**config.mk**
```make
export PLATFORM = sky130hd
export DESIGN_NAME = dly_oneshot
export DESIGN_NICKNAME = d
export VERILOG_FILES = /design/src/rtl/dly_oneshot_pkg.sv /design/src/rtl/dly_oneshot_edge.sv /design/src/rtl/dly_oneshot_chan.sv /design/src/rtl/dly_oneshot.sv
export SDC_FILE = /design/constraint.sdc
export NUM_CORES = 1
export LEC_CHECK = 0
export BUFFER_PORTS_ARGS = -buffer_cell sky130_fd_sc_hd__buf_2
export CAP_MARGIN = 30
export CORE_UTILIZATION = 60
export DETAILED_ROUTE_END_ITERATION = 8
export PLACE_DENSITY = 0.83
export SLEW_MARGIN = 20
export SYNTH_ARGS = -nofsm -noshare
export SYNTH_HDL_FRONTEND = slang
export SYNTH_SLANG_ARGS = --single-unit
```
**constraint.sdc**
```tcl
create_clock -name clk -period 2.8 [get_ports clk]
set_clock_uncertainty 0.05 [all_clocks]
set_input_delay 0 -clock clk [delete_from_list [all_inputs] [get_ports clk]]
set_output_delay 0 -clock clk [all_outputs]
set_load 0.005 [all_outputs]
```
**src/rtl/dly_oneshot_pkg.sv**
```systemverilog
package dly_oneshot_pkg;

    localparam int unsigned CNT_W_DEFAULT = 16;

    typedef enum logic {
        EDGE_RISE = 1'b0,
        EDGE_FALL = 1'b1
    } edge_mode_e;

endpackage

```
**src/rtl/dly_oneshot_edge.sv**
```systemverilog
module dly_oneshot_edge
    import dly_oneshot_pkg::*;
#(
    parameter int unsigned STAGES = 2
) (
    input  logic       clk,
    input  logic       rst_n,
    input  logic       pin,
    input  edge_mode_e mode,
    output logic       evt
);

    typedef struct packed {
        logic [STAGES-1:0] sync;
        logic              hist;
    } edge_state_t;

    edge_state_t st_d, st_q;
    logic        cur;

    assign cur = st_q.sync[STAGES-1];

    always_comb begin
        st_d      = st_q;
        st_d.sync = {st_q.sync[STAGES-2:0], pin};
        st_d.hist = cur;
        if (mode == EDGE_FALL) begin
            evt = st_q.hist & ~cur;
        end else begin
            evt = cur & ~st_q.hist;
        end
    end

    always_ff @(posedge clk or negedge rst_n) begin
        if (!rst_n) begin
            st_q <= '0;
        end else begin
            st_q <= st_d;
        end
    end

endmodule

```
**src/rtl/dly_oneshot_chan.sv**
```systemverilog
module dly_oneshot_chan #(
    parameter int unsigned CNT_W = 16
) (
    input  logic             clk,
    input  logic             rst_n,
    input  logic             tick,
    input  logic             start,
    input  logic [CNT_W-1:0] load_val,
    output logic             pending,
    output logic             running,
    output logic             done
);

    typedef struct packed {
        logic             pend;
        logic             run;
        logic             done;
        logic [CNT_W-1:0] cnt;
    } chan_state_t;

    chan_state_t st_d, st_q;
    logic        go;

    assign go = start | st_q.pend;

    always_comb begin
        st_d      = st_q;
        st_d.done = 1'b0;
        if (tick) begin
            if (go) begin
                st_d.pend = 1'b0;
                st_d.cnt  = load_val;
                if (load_val == '0) begin
                    st_d.run  = 1'b0;
                    st_d.done = 1'b1;
                end else begin
                    st_d.run = 1'b1;
                end
            end else if (st_q.run) begin
                st_d.cnt = st_q.cnt - CNT_W'(1);
                if (st_q.cnt == CNT_W'(1)) begin
                    st_d.run  = 1'b0;
                    st_d.done = 1'b1;
                end
            end
        end else if (start) begin
            st_d.pend = 1'b1;
        end
    end

    always_ff @(posedge clk or negedge rst_n) begin
        if (!rst_n) begin
            st_q <= '0;
        end else begin
            st_q <= st_d;
        end
    end

    assign pending = st_q.pend;
    assign running = st_q.run;
    assign done    = st_q.done;

endmodule

```
**src/rtl/dly_oneshot.sv**
```systemverilog
module dly_oneshot
    import dly_oneshot_pkg::*;
#(
    parameter int unsigned CNT_W       = CNT_W_DEFAULT,
    parameter int unsigned SYNC_STAGES = 2
) (
    input  logic             clk,
    input  logic             rst_n,
    input  logic             cnt_en,
    input  logic             trig_in,
    input  logic             edge_sel,
    input  logic             sw_start,
    input  logic [CNT_W-1:0] delay_val,
    input  logic [CNT_W-1:0] width_val,
    input  logic             out_pol,
    output logic             pulse_out,
    output logic             master_done,
    output logic             slave_done,
    output logic             busy
);

    logic pin_evt;
    logic accept;
    logic m_pend, m_run, m_done;
    logic s_pend, s_run, s_done;

    dly_oneshot_edge #(
        .STAGES (SYNC_STAGES)
    ) u_edge (
        .clk   (clk),
        .rst_n (rst_n),
        .pin   (trig_in),
        .mode  (edge_mode_e'(edge_sel)),
        .evt   (pin_evt)
    );

    assign busy   = m_pend | m_run | m_done | s_pend | s_run;
    assign accept = (pin_evt | sw_start) & ~busy;

    dly_oneshot_chan #(
        .CNT_W (CNT_W)
    ) u_delay_ch (
        .clk      (clk),
        .rst_n    (rst_n),
        .tick     (cnt_en),
        .start    (accept),
        .load_val (delay_val),
        .pending  (m_pend),
        .running  (m_run),
        .done     (m_done)
    );

    dly_oneshot_chan #(
        .CNT_W (CNT_W)
    ) u_width_ch (
        .clk      (clk),
        .rst_n    (rst_n),
        .tick     (cnt_en),
        .start    (m_done),
        .load_val (width_val),
        .pending  (s_pend),
        .running  (s_run),
        .done     (s_done)
    );

    assign pulse_out   = s_run ? out_pol : ~out_pol;
    assign master_done = m_done;
    assign slave_done  = s_done;

endmodule

```
==> qor.json, run 1 <==
{
  "logic_synthesis": {
    "synth.yosys.seq_area_share_pct": 39.59,
    "post_synth_most_frequent_cells": "dfrtp_1 (41), nand2_1 (23), nand3_1 (20)",
    "postSynthNetCount": 340,
    "synth_edf_count": 0,
    "synthFlopType": "dfrtp_1",
    "synth.yosys.warnings": 0,
    "synthMostInstantiatedCell": "dfrtp_1",
    "synth_area_leaders": "dfrtp_1 (40%), nand3_1 (3.9%), a22o_1 (3.7%)",
    "post_synth_instance_area_mm2": 0.002591,
    "synthArstFlopShare_pct": 100.0,
    "synth_top_area_share_pct": 39.59,
    "avgSynthCellArea_um2": 8.725,
    "post-synth-top-area-cell": "dfrtp_1",
    "synth-seq-cells": 41,
    "mapped_cells": 297,
    "distinct_cell_type_count_of_the_synthesized_netlist": 60
  },
  "floorplanning": {
    "floorplan.initialDensity_pct": 63.41,
    "die_height_um": 67.72,
    "die_width_um": 67.72,
    "die_area_mm2": 0.004585,
    "boundaryPins": 43,
    "floorplan_core_area_mm2": 0.004086,
    "rows": 23
  },
  "worst_setup_path": {
    "timing.critical_path.arrival_ns": 2.50,
    "crit_path_end_kind": "register",
    "rr_worst_depth": 4,
    "required_time_of_the_worst_setup_path_ns": 2.95,
    "critical_path.max_fanout": 25,
    "critical-path-slowest-cell": "o21ai_1",
    "start_kind": "register",
    "cp_cell_sequence": "or2_2 -> o21ai_1 -> a21oi_1 -> a221o_1",
    "delay_of_the_slowest_cell_on_the_worst_path_ns": 0.70,
    "critPathKind": "register to register",
    "timing.critical_path.depth": 4,
    "critical_path.n_buffers_inverters": 0,
    "crit_family": "compound AO/OA/AOI/OAI gates"
  },
  "global_routing": {
    "vias_in_the_first_global_route": 2477,
    "largest_net_degree_at_the_start_of_global_routing": 42,
    "grtUsageTotal_pct": 34.45,
    "grt_antenna_before_repair": 0,
    "first_pass_grt_wire_length_um": 11680,
    "grt_remaining_overflow": 0
  },
  "pwr": {
    "power_density_mw_per_mm2": 964.1,
    "swShare_pct": 44.17,
    "power.share.combinational_pct": 45.7,
    "total_power_mw": 3.059,
    "p_seq_share_pct": 37.6,
    "power.leakage_nw": 1.337,
    "pwr-share-clk_pct": 16.6,
    "worst_ir_drop_vdd_v": 0.0005562,
    "power.net_switching_mw": 1.351,
    "power_report.internal_total_mw": 1.708
  },
  "sta": {
    "setup_tns_ns": 0,
    "period_minus_slack_ns": 2.343,
    "timing.final.max_slew_violations": 0,
    "timing_worst_slew_pin_value_ns": 0.7966,
    "timing.final.crit_share_pct": 83.68,
    "whs_ns": 0.006185,
    "finalHoldViolCount": 0,
    "finalSetupViolCount": 0,
    "maxSlewHeadroom_pct": 46.40,
    "setup_repair_after_global_routing_missed_its_margin": "false",
    "fmax_mhz": 426.8
  },
  "layout": {
    "nFillCells": 293,
    "multi_input_gate_area_mm2": 0.001446,
    "post-route-util_pct": 77.65,
    "fin_nets": 397,
    "area_delta_synth_final_pct": 22.45,
    "final_layout_size_suffix_gt1_share_pct": 18.03,
    "n_antenna_cell": 0,
    "register_area_mm2": 0.001026,
    "finalInstanceArea_mm2": 0.003173
  },
  "clocking": {
    "clock_pin_slew_on_the_worst_setup_and_hold_paths_ns": 0.09,
    "cts_root_buf": "clkbuf_8",
    "numCtsBuffers": 5,
    "clkSinkCount": 41,
    "post_cts_resized": 0,
    "clock_tree_from_tritoncts": "built",
    "htreeDepth": 2,
    "clk-insertion-delay-late_ns": 0.31,
    "cts-root-to-sink-buffers": 2
  },
  "routing": {
    "drc_errors": 0,
    "totalWireLength_um": 7290,
    "post_drt_wl_per_cell_um": 18.00,
    "viasPerCell": 6.756,
    "first_pass_iters": 7,
    "drtAntennaViolNets": 0,
    "number_of_vias_in_the_routed_layout": 2736,
    "initialDrtViolationCount": 389
  },
  "run": {
    "max_capacitance_violation_total": 0
  },
  "worst_hold_path": {
    "timing.hold.worst_path_depth": 3,
    "holdCritPathClass": "primary input to register"
  },
  "place": {
    "placement.io_buffers": 42,
    "dp.final_hpwl_um": 4759,
    "gp_congestion": 0.8745,
    "detailed_place.area_mm2": 0.002816
  },
  "status": {
    "run_status": "finished, final reports clean"
  }
}
==> layout make-up <==
cell class / instances / area share, %
inverters: 10 / 1.183
well taps: 50 / 1.972
clock inverters: 1 / 0.9464
repair buffers: 69 / 15.26
flip-flops and latches: 41 / 32.33
multi-input cells: 227 / 45.58
clock buffers: 7 / 2.721
==> cell families after synthesis <==
logic type / synth area share (%)
xor+xnor: 1.014
mux: 0.3863
compound gates: 26.07
fa+ha+maj: 1.932
buf+inv: 4.780
flops: 39.59
simple gates: 26.22
==> final timing paths <==
check | slack [ns] | start | to
setup / recovery | 0.46 | u_delay_ch.done | u_width_ch.st_q[14]
hold / removal | 0.006 | width_val[1] | u_width_ch.st_q[1]
setup reg to reg | 0.46 | u_delay_ch.done | u_width_ch.st_q[14]
hold reg to reg | 0.31 | u_edge.st_d[2] | u_edge.cur
max in group asynchronous | 2.17 | rst_n | u_width_ch.st_q[4]
min in group asynchronous | 0.07 | rst_n | u_delay_ch.st_q[1]
==> state kept, by name, summed over array words and instances, names as in the netlist <==
| register | cells |
|---|---|
| u_width_ch.st_q | 16 |
| u_delay_ch.done | 1 |
| u_edge.st_q | 1 |
| u_delay_ch.st_q | 16 |
| u_width_ch.done | 1 |
| u_edge.st_d | 1 |
| u_width_ch.pending | 1 |
| u_edge.cur | 1 |
| u_width_ch.running | 1 |
| u_delay_ch.running | 1 |
| u_delay_ch.pending | 1 |
==> what timing repair did <==
action,CTS,global route
hold buffers,22,0
hold endpoints to repair,62,0
setup buffers,0,0
==> routing by layer <==
layer | vias to the layer above | track usage [%] | wire [µm]
met2 | 166 | 52.48 | 3316
met5 | - | 0 | 0
li1 | 1254 | - | -
met4 | 0 | 15.43 | 241
met1 | 1276 | 47.20 | 3113
met3 | 40 | 6.250 | 618
==> power groups by stage <==
| stage | clock network, mW | registers (mW) | logic (mW) |
|---|---|---|---|
| 3_5_place_dp | 0 | 1.15 | 1.31 |
| 3_3_place_gp | 0 | 1.13 | 1.26 |
| 6_report | 0.509 | 1.15 | 1.40 |
| 5_1_grt | 0.527 | 1.19 | 1.54 |
| 2_1_floorplan | 0 | 1.06 | 1.04 |
| 4_1_cts | 0.508 | 1.14 | 1.35 |
==> layout by cell type, fill, tap and decap left out, types with 4 or more instances in the layout <==
master	instances
dlygate4sd3_1	22
buf_2	42
or4_1	4
nand3_1	20
a32oi_1	4
nand2_1	23
o21ai_0	19
nand2b_1	5
clkbuf_8	6
ha_1	4
inv_1	10
nor2_1	18
nor4_1	14
o21ai_1	10
nor3_1	11
a22o_1	11
dfrtp_1	41
nand4_1	4
a21oi_1	17
==> through the flow <==
step	setup WS, ns	instances
2_1_floorplan	0.9559	297
3_3_place_gp	0.5428	373
3_5_place_dp	0.5150	374
4_1_cts	0.4973	404
5_1_grt	0.3645	405
6_report	0.4569	405
==> worst min-delay path, cell delays in order <==
cell and delay, ns:
buf_2 0.09, o21ai_0 0.08, a22oi_1 0.14
Power figures use the tool's default switching activity.
==> run 2, diff against run 1 <==
CORE_UTILIZATION = 56   (was 60)
PLACE_DENSITY = 0.78   (was 0.83)
clock period = 2.18 ns   (was 2.8 ns; I/O delays follow)
==> run 2 against run 1 <==
Sequential power is 29% higher; first-iteration DRC count is 30% lower; final cell count increased by 3.5%; register-to-register slack got worse by 0.33 ns; count of clock-buffer cells in the layout unchanged; largest cell class unchanged; sequential cell count stayed put; maximum frequency increased by 14%; clock power grew 11%.
==> qor.json, run 2 (synthesis gave the netlist of run 1 again) <==
{
  "status": {
    "run_status": "finished, final reports clean"
  },
  "floorplanning": {
    "die_area_mm2": 0.004904,
    "floorplan_core_area_mm2": 0.004414,
    "rows": 24,
    "die_width_um": 70.03,
    "boundaryPins": 43,
    "floorplan.initialDensity_pct": 58.70,
    "die_height_um": 70.03
  },
  "routing": {
    "initialDrtViolationCount": 274,
    "first_pass_iters": 4,
    "post_drt_wl_per_cell_um": 17.01,
    "number_of_vias_in_the_routed_layout": 2685,
    "totalWireLength_um": 7126,
    "drtAntennaViolNets": 0,
    "drc_errors": 0,
    "viasPerCell": 6.408
  },
  "sta": {
    "timing.final.crit_share_pct": 94.26,
    "period_minus_slack_ns": 2.055,
    "setup_repair_after_global_routing_missed_its_margin": "false",
    "timing_worst_slew_pin_value_ns": 0.7633,
    "finalHoldViolCount": 0,
    "timing.final.max_slew_violations": 0,
    "setup_tns_ns": 0,
    "fmax_mhz": 486.6,
    "maxSlewHeadroom_pct": 49.11,
    "finalSetupViolCount": 0
  },
  "place": {
    "gp_congestion": 0.8778,
    "dp.final_hpwl_um": 4898,
    "placement.io_buffers": 42
  },
  "worst_setup_path": {
    "crit_path_end_kind": "register",
    "r2r_start": "u_edge.st_q[0]",
    "crit_path_start": "u_edge.st_q[0]",
    "required_time_of_the_worst_setup_path_ns": 2.33,
    "critPathKind": "register to register",
    "cp_cell_sequence": "or3b_1 -> a311oi_1 -> o31ai_4 -> o21bai_1 -> a22o_1",
    "timing.critical_path.arrival_ns": 2.20,
    "start_kind": "register",
    "reg2reg_setup_slack_ns": 0.13,
    "critical_path.max_fanout": 20,
    "delay_of_the_slowest_cell_on_the_worst_path_ns": 0.45,
    "critical-path-slowest-cell": "a311oi_1"
  },
  "run": {
    "max_capacitance_violation_total": 0
  },
  "pwr": {
    "power_density_mw_per_mm2": 1197,
    "power.leakage_nw": 1.391,
    "total_power_mw": 3.917,
    "worst_ir_drop_vdd_v": 0.0008296
  },
  "global_routing": {
    "grt_remaining_overflow": 0,
    "grt_antenna_before_repair": 0,
    "largest_net_degree_at_the_start_of_global_routing": 42,
    "grtUsageTotal_pct": 30.59,
    "first_pass_grt_wire_length_um": 12000,
    "vias_in_the_first_global_route": 2547
  },
  "layout": {
    "post-route-util_pct": 74.15,
    "most_common_cell_after_layout_fill_and_taps_aside": "buf_2",
    "fin_nets": 409,
    "nFillCells": 338,
    "n_antenna_cell": 0,
    "final_layout_size_suffix_gt1_share_pct": 19.89,
    "largest_registers": "u_delay_ch.st_q (16), u_width_ch.st_q (16)",
    "layout.cells.most_common_list": "buf_2 (42), dfrtp_1 (41), dlygate4sd3_1 (27)",
    "area_delta_synth_final_pct": 26.32
  },
  "clocking": {
    "clk-insertion-delay-late_ns": 0.30,
    "clock_tree_from_tritoncts": "built",
    "htreeDepth": 2,
    "numCtsBuffers": 5,
    "cts_root_buf": "clkbuf_8",
    "clkSinkCount": 41,
    "clock_pin_slew_on_the_worst_setup_and_hold_paths_ns": 0.08,
    "cts-root-to-sink-buffers": 2
  },
  "worst_hold_path": {
    "holdCritPathClass": "primary input to async pin"
  }
}
[run 2: cell count changes in the layout (fill, tap and decap cells not counted), sizes merged]
cell         before  now
buf              47   54
bufinv            1    0
clkinv            0    1
dlygate4sd3      22   27
[run 2: layer usage]
layer  share of wire, %  vias up  wire length, µm  track usage (%)
li1                   -     1273                -                -
met1                 47     1298             3319            44.24
met2                 45       95             3239            47.33
met3                5.8       19              416            4.618
met4                2.1        0              151            9.556
met5                  0        -                0                0
[run 2: metrics by stage]
step | setup WS (ns) | instance area [µm²] | std cells | hold slack [ns]
2_1_floorplan | 0.3359 | 2591 | 297 | -0.3456
3_3_place_gp | 0.05813 | 2868 | 383 | 0.05795
3_5_place_dp | 0.1295 | 2877 | 383 | 0.06252
4_1_cts | 0.1072 | 3248 | 418 | 0.006941
5_1_grt | 0.06544 | 3273 | 419 | 0.03880
6_report | 0.1251 | 3273 | 419 | 0.01781
[run 2: final timing paths]
| path | end | cells past startpoint |
|---|---|---|
| min in group clk | u_width_ch.st_q[7] | 4 |
| max in group asynchronous | u_delay_ch.st_q[8] | 3 |
| hold / removal | u_delay_ch.st_q[0] | 2 |
| setup / recovery | u_delay_ch.st_q[3] | 5 |
| hold reg to reg | u_edge.st_q[0] | 0 |
| setup reg to reg | u_delay_ch.st_q[3] | 5 |
[run 2: repair_timing]
item,4_1_cts,5_1_grt
endpoints found under the hold margin,66,0
resized for setup,0,1
setup endpoints to repair,0,1
hold buffers,27,0
setup buffers,0,0
[run 2: critical path, delay by kind of cell (launching register included)]
| kind | cells | cell delay [ns] |
|---|---|---|
| AOI/OAI and AO/OA | 4 | 1.10 |
| DFF | 1 | 0.37 |
| and+or+nand+nor | 1 | 0.43 |
[run 2: power by group]
| group | total (mW) | internal [mW] | switching (mW) |
|---|---|---|---|
| combinational | 1.87 | 0.818 | 1.05 |
| sequential | 1.48 | 1.08 | 0.401 |
| clock | 0.566 | 0.287 | 0.279 |
| total | 3.92 | 2.19 | 1.73 |
[run 2: area by class of cell]
class                           instances  area, µm²  area share (%)
Clock inverter                          1      5.005          0.1529
Inverter                               10      37.54           1.147
Multi-Input combinational cell        227       1460           44.61
Sequential cell                        41       1026           31.35
Clock buffer                            7      96.34           2.943
Timing Repair Buffer                   81      583.1           17.81
Tap cell                               52      65.06           1.988
==> run 3, diff against run 2 <==
CELL_PAD_IN_SITES_DETAIL_PLACEMENT = 1   (was unset)
CELL_PAD_IN_SITES_GLOBAL_PLACEMENT = 2   (was unset)
CORE_UTILIZATION = 34   (was 56)
CTS_CLUSTER_SIZE = 30   (was unset)
PLACE_DENSITY = 0.79   (was 0.78)
==> run 3 against run 2 <==
Register-to-register slack better by 0.04 ns; non-clock buffer count fell by 1; first-iteration DRC count shrank 49%; count of clock-buffer cells in the layout decreased by 1; maximum frequency rose by 2.0%; combinational power is 4% higher.
==> qor.json, run 3 (synthesis gave the netlist of run 1 again) <==
{
  "status": {
    "run_status": "finished, final reports clean"
  },
  "floorplanning": {
    "floorplan_core_area_mm2": 0.007292,
    "die_height_um": 89.30,
    "rows": 31,
    "floorplan.initialDensity_pct": 35.54,
    "die_width_um": 89.30,
    "boundaryPins": 43,
    "die_area_mm2": 0.007974
  },
  "worst_setup_path": {
    "cp_cell_sequence": "nor3_1 -> and2_1 -> nand3_1 -> or4_1 -> nand3_1",
    "path_common_cell": "nand3_1",
    "reg2reg_setup_slack_ns": 0.16,
    "r2r-end": "u_width_ch.st_q[13]",
    "critPathKind": "register to register",
    "critical_path.n_buffers_inverters": 0,
    "crit_family": "simple AND/OR/NAND/NOR gates",
    "critical_path.max_fanout": 7,
    "start_kind": "register",
    "r2r_start": "u_width_ch.st_q[4]",
    "crit_path_start": "u_width_ch.st_q[4]",
    "timing.critical_path.arrival_ns": 2.20,
    "required_time_of_the_worst_setup_path_ns": 2.37,
    "timing.critical_path.depth": 5,
    "rr_worst_depth": 5,
    "crit_path_end_kind": "register",
    "delay_of_the_slowest_cell_on_the_worst_path_ns": 0.46,
    "critical-path-slowest-cell": "dfrtp_1"
  },
  "layout": {
    "finalInstanceArea_mm2": 0.003313,
    "area_delta_synth_final_pct": 27.86,
    "register_area_mm2": 0.001026,
    "nFillCells": 897,
    "post-route-util_pct": 45.44,
    "n_antenna_cell": 0,
    "fin_nets": 408,
    "final_layout_size_suffix_gt1_share_pct": 20.55,
    "multi_input_gate_area_mm2": 0.001468,
    "layout.cells.most_common_list": "buf_2 (42), dfrtp_1 (41), dlygate4sd3_1 (24)",
    "largest_registers": "u_delay_ch.st_q (16), u_width_ch.st_q (16)",
    "most_common_cell_after_layout_fill_and_taps_aside": "buf_2"
  },
  "sta": {
    "finalHoldViolCount": 0,
    "setup_tns_ns": 0,
    "timing_worst_slew_pin_value_ns": 0.5807,
    "setup_ws_ns": 0.1645,
    "timing.final.crit_share_pct": 92.45,
    "maxSlewHeadroom_pct": 61.28,
    "setup_repair_after_global_routing_missed_its_margin": "false",
    "timing.final.max_slew_violations": 0,
    "fmax_mhz": 496.2,
    "period_minus_slack_ns": 2.016,
    "finalSetupViolCount": 0
  },
  "worst_hold_path": {
    "timing.hold.worst_path_depth": 3,
    "hold-path-endpoint": "u_delay_ch.st_q[3]",
    "holdCritPathClass": "primary input to register",
    "min-delay-start": "delay_val[3]"
  },
  "routing": {
    "post_drt_wl_per_cell_um": 18.44,
    "initialDrtViolationCount": 139,
    "viasPerCell": 5.744,
    "drtAntennaViolNets": 0,
    "number_of_vias_in_the_routed_layout": 2665,
    "first_pass_iters": 4,
    "totalWireLength_um": 8558,
    "drc_errors": 0
  },
  "clocking": {
    "cts-root-to-sink-buffers": 2,
    "numCtsBuffers": 5,
    "clock_pin_slew_on_the_worst_setup_and_hold_paths_ns": 0.09,
    "cts_root_buf": "clkbuf_8",
    "htreeDepth": 2,
    "clkSinkCount": 41,
    "clk-insertion-delay-late_ns": 0.30,
    "clock_tree_from_tritoncts": "built",
    "post_cts.repair.setup_buffers": 0
  },
  "place": {
    "dp_worst_setup_slack_ns": 0.04841,
    "detailed_place.area_mm2": 0.002962,
    "dp.final_hpwl_um": 6120,
    "gp_congestion": 0.8007,
    "placement.io_buffers": 42
  },
  "global_routing": {
    "grt_remaining_overflow": 0,
    "grtUsageTotal_pct": 22.98,
    "vias_in_the_first_global_route": 2586,
    "grt_antenna_before_repair": 0,
    "first_pass_grt_wire_length_um": 13830,
    "largest_net_degree_at_the_start_of_global_routing": 42
  },
  "pwr": {
    "power_density_mw_per_mm2": 1195,
    "power.leakage_nw": 1.377,
    "worst_ir_drop_vdd_v": 0.0004967
  },
  "run": {
    "max_capacitance_violation_total": 0
  }
}
## run 3: cell count changes in the layout (fill, tap and decap cells not counted), sizes merged
cell | before | now
dlygate4sd3 | 27 | 24
buf | 54 | 56
clkbuf | 7 | 6
clkinv | 1 | 0
clkinvlp | 0 | 1
## run 3: worst max-delay path by stage
stage	endpoint
finish	u_width_ch.st_q[13]
global route	u_width_ch.st_q[14]
CTS	u_delay_ch.st_q[13]
detailed placement	u_delay_ch.st_q[13]
global placement	u_delay_ch.st_q[13]
floorplan	u_delay_ch.st_q[12]
## run 3: per-stage QoR
stage / hold WS [ns] / total power [mW] / instances
after global placement: 0.05905 / 3.315 / 433
after floorplan: -0.3456 / 2.703 / 297
after global routing: 0.01900 / 4.293 / 464
after detailed placement: 0.05990 / 3.360 / 433
after CTS: 0.0006291 / 3.941 / 464
final: 0.005113 / 3.959 / 464
## run 3: area by class of cell
class | instances | share of cell area [%]
Sequential cell | 41 | 30.97
Clock buffer | 6 | 2.492
Timing Repair Buffer | 80 | 17.15
Clock inverter | 1 | 0.2266
Inverter | 10 | 1.133
Multi-Input combinational cell | 227 | 44.30
Tap cell | 99 | 3.739
## run 3: layer usage
metal	GRT usage (%)	vias to the layer above	wire, µm
met5	0	-	0
met4	6.061	0	89
met2	33.52	46	3814
met1	35.22	1335	4399
li1	-	1275	-
met3	3.324	9	255
## run 3: power by group
group          leakage (nW)  switching (mW)  internal, mW
Combinational         0.832            1.11         0.831
Clock                0.0433           0.281         0.251
Sequential            0.501           0.408          1.08
## run 3: worst register-to-register path, cell delays in order, from the launching register on
cell	delay, ns
dfrtp_1	0.46
nor3_1	0.45
and2_1	0.32
nand3_1	0.14
or4_1	0.43
nand3_1	0.10
## run 3: repair_timing
| item | in CTS | in global routing |
|---|---|---|
| hold buffers | 24 | 0 |
| gates resized for setup | 0 | 3 |
| hold endpoints to repair | 64 | 0 |
| setup endpoints to repair | 0 | 5 |
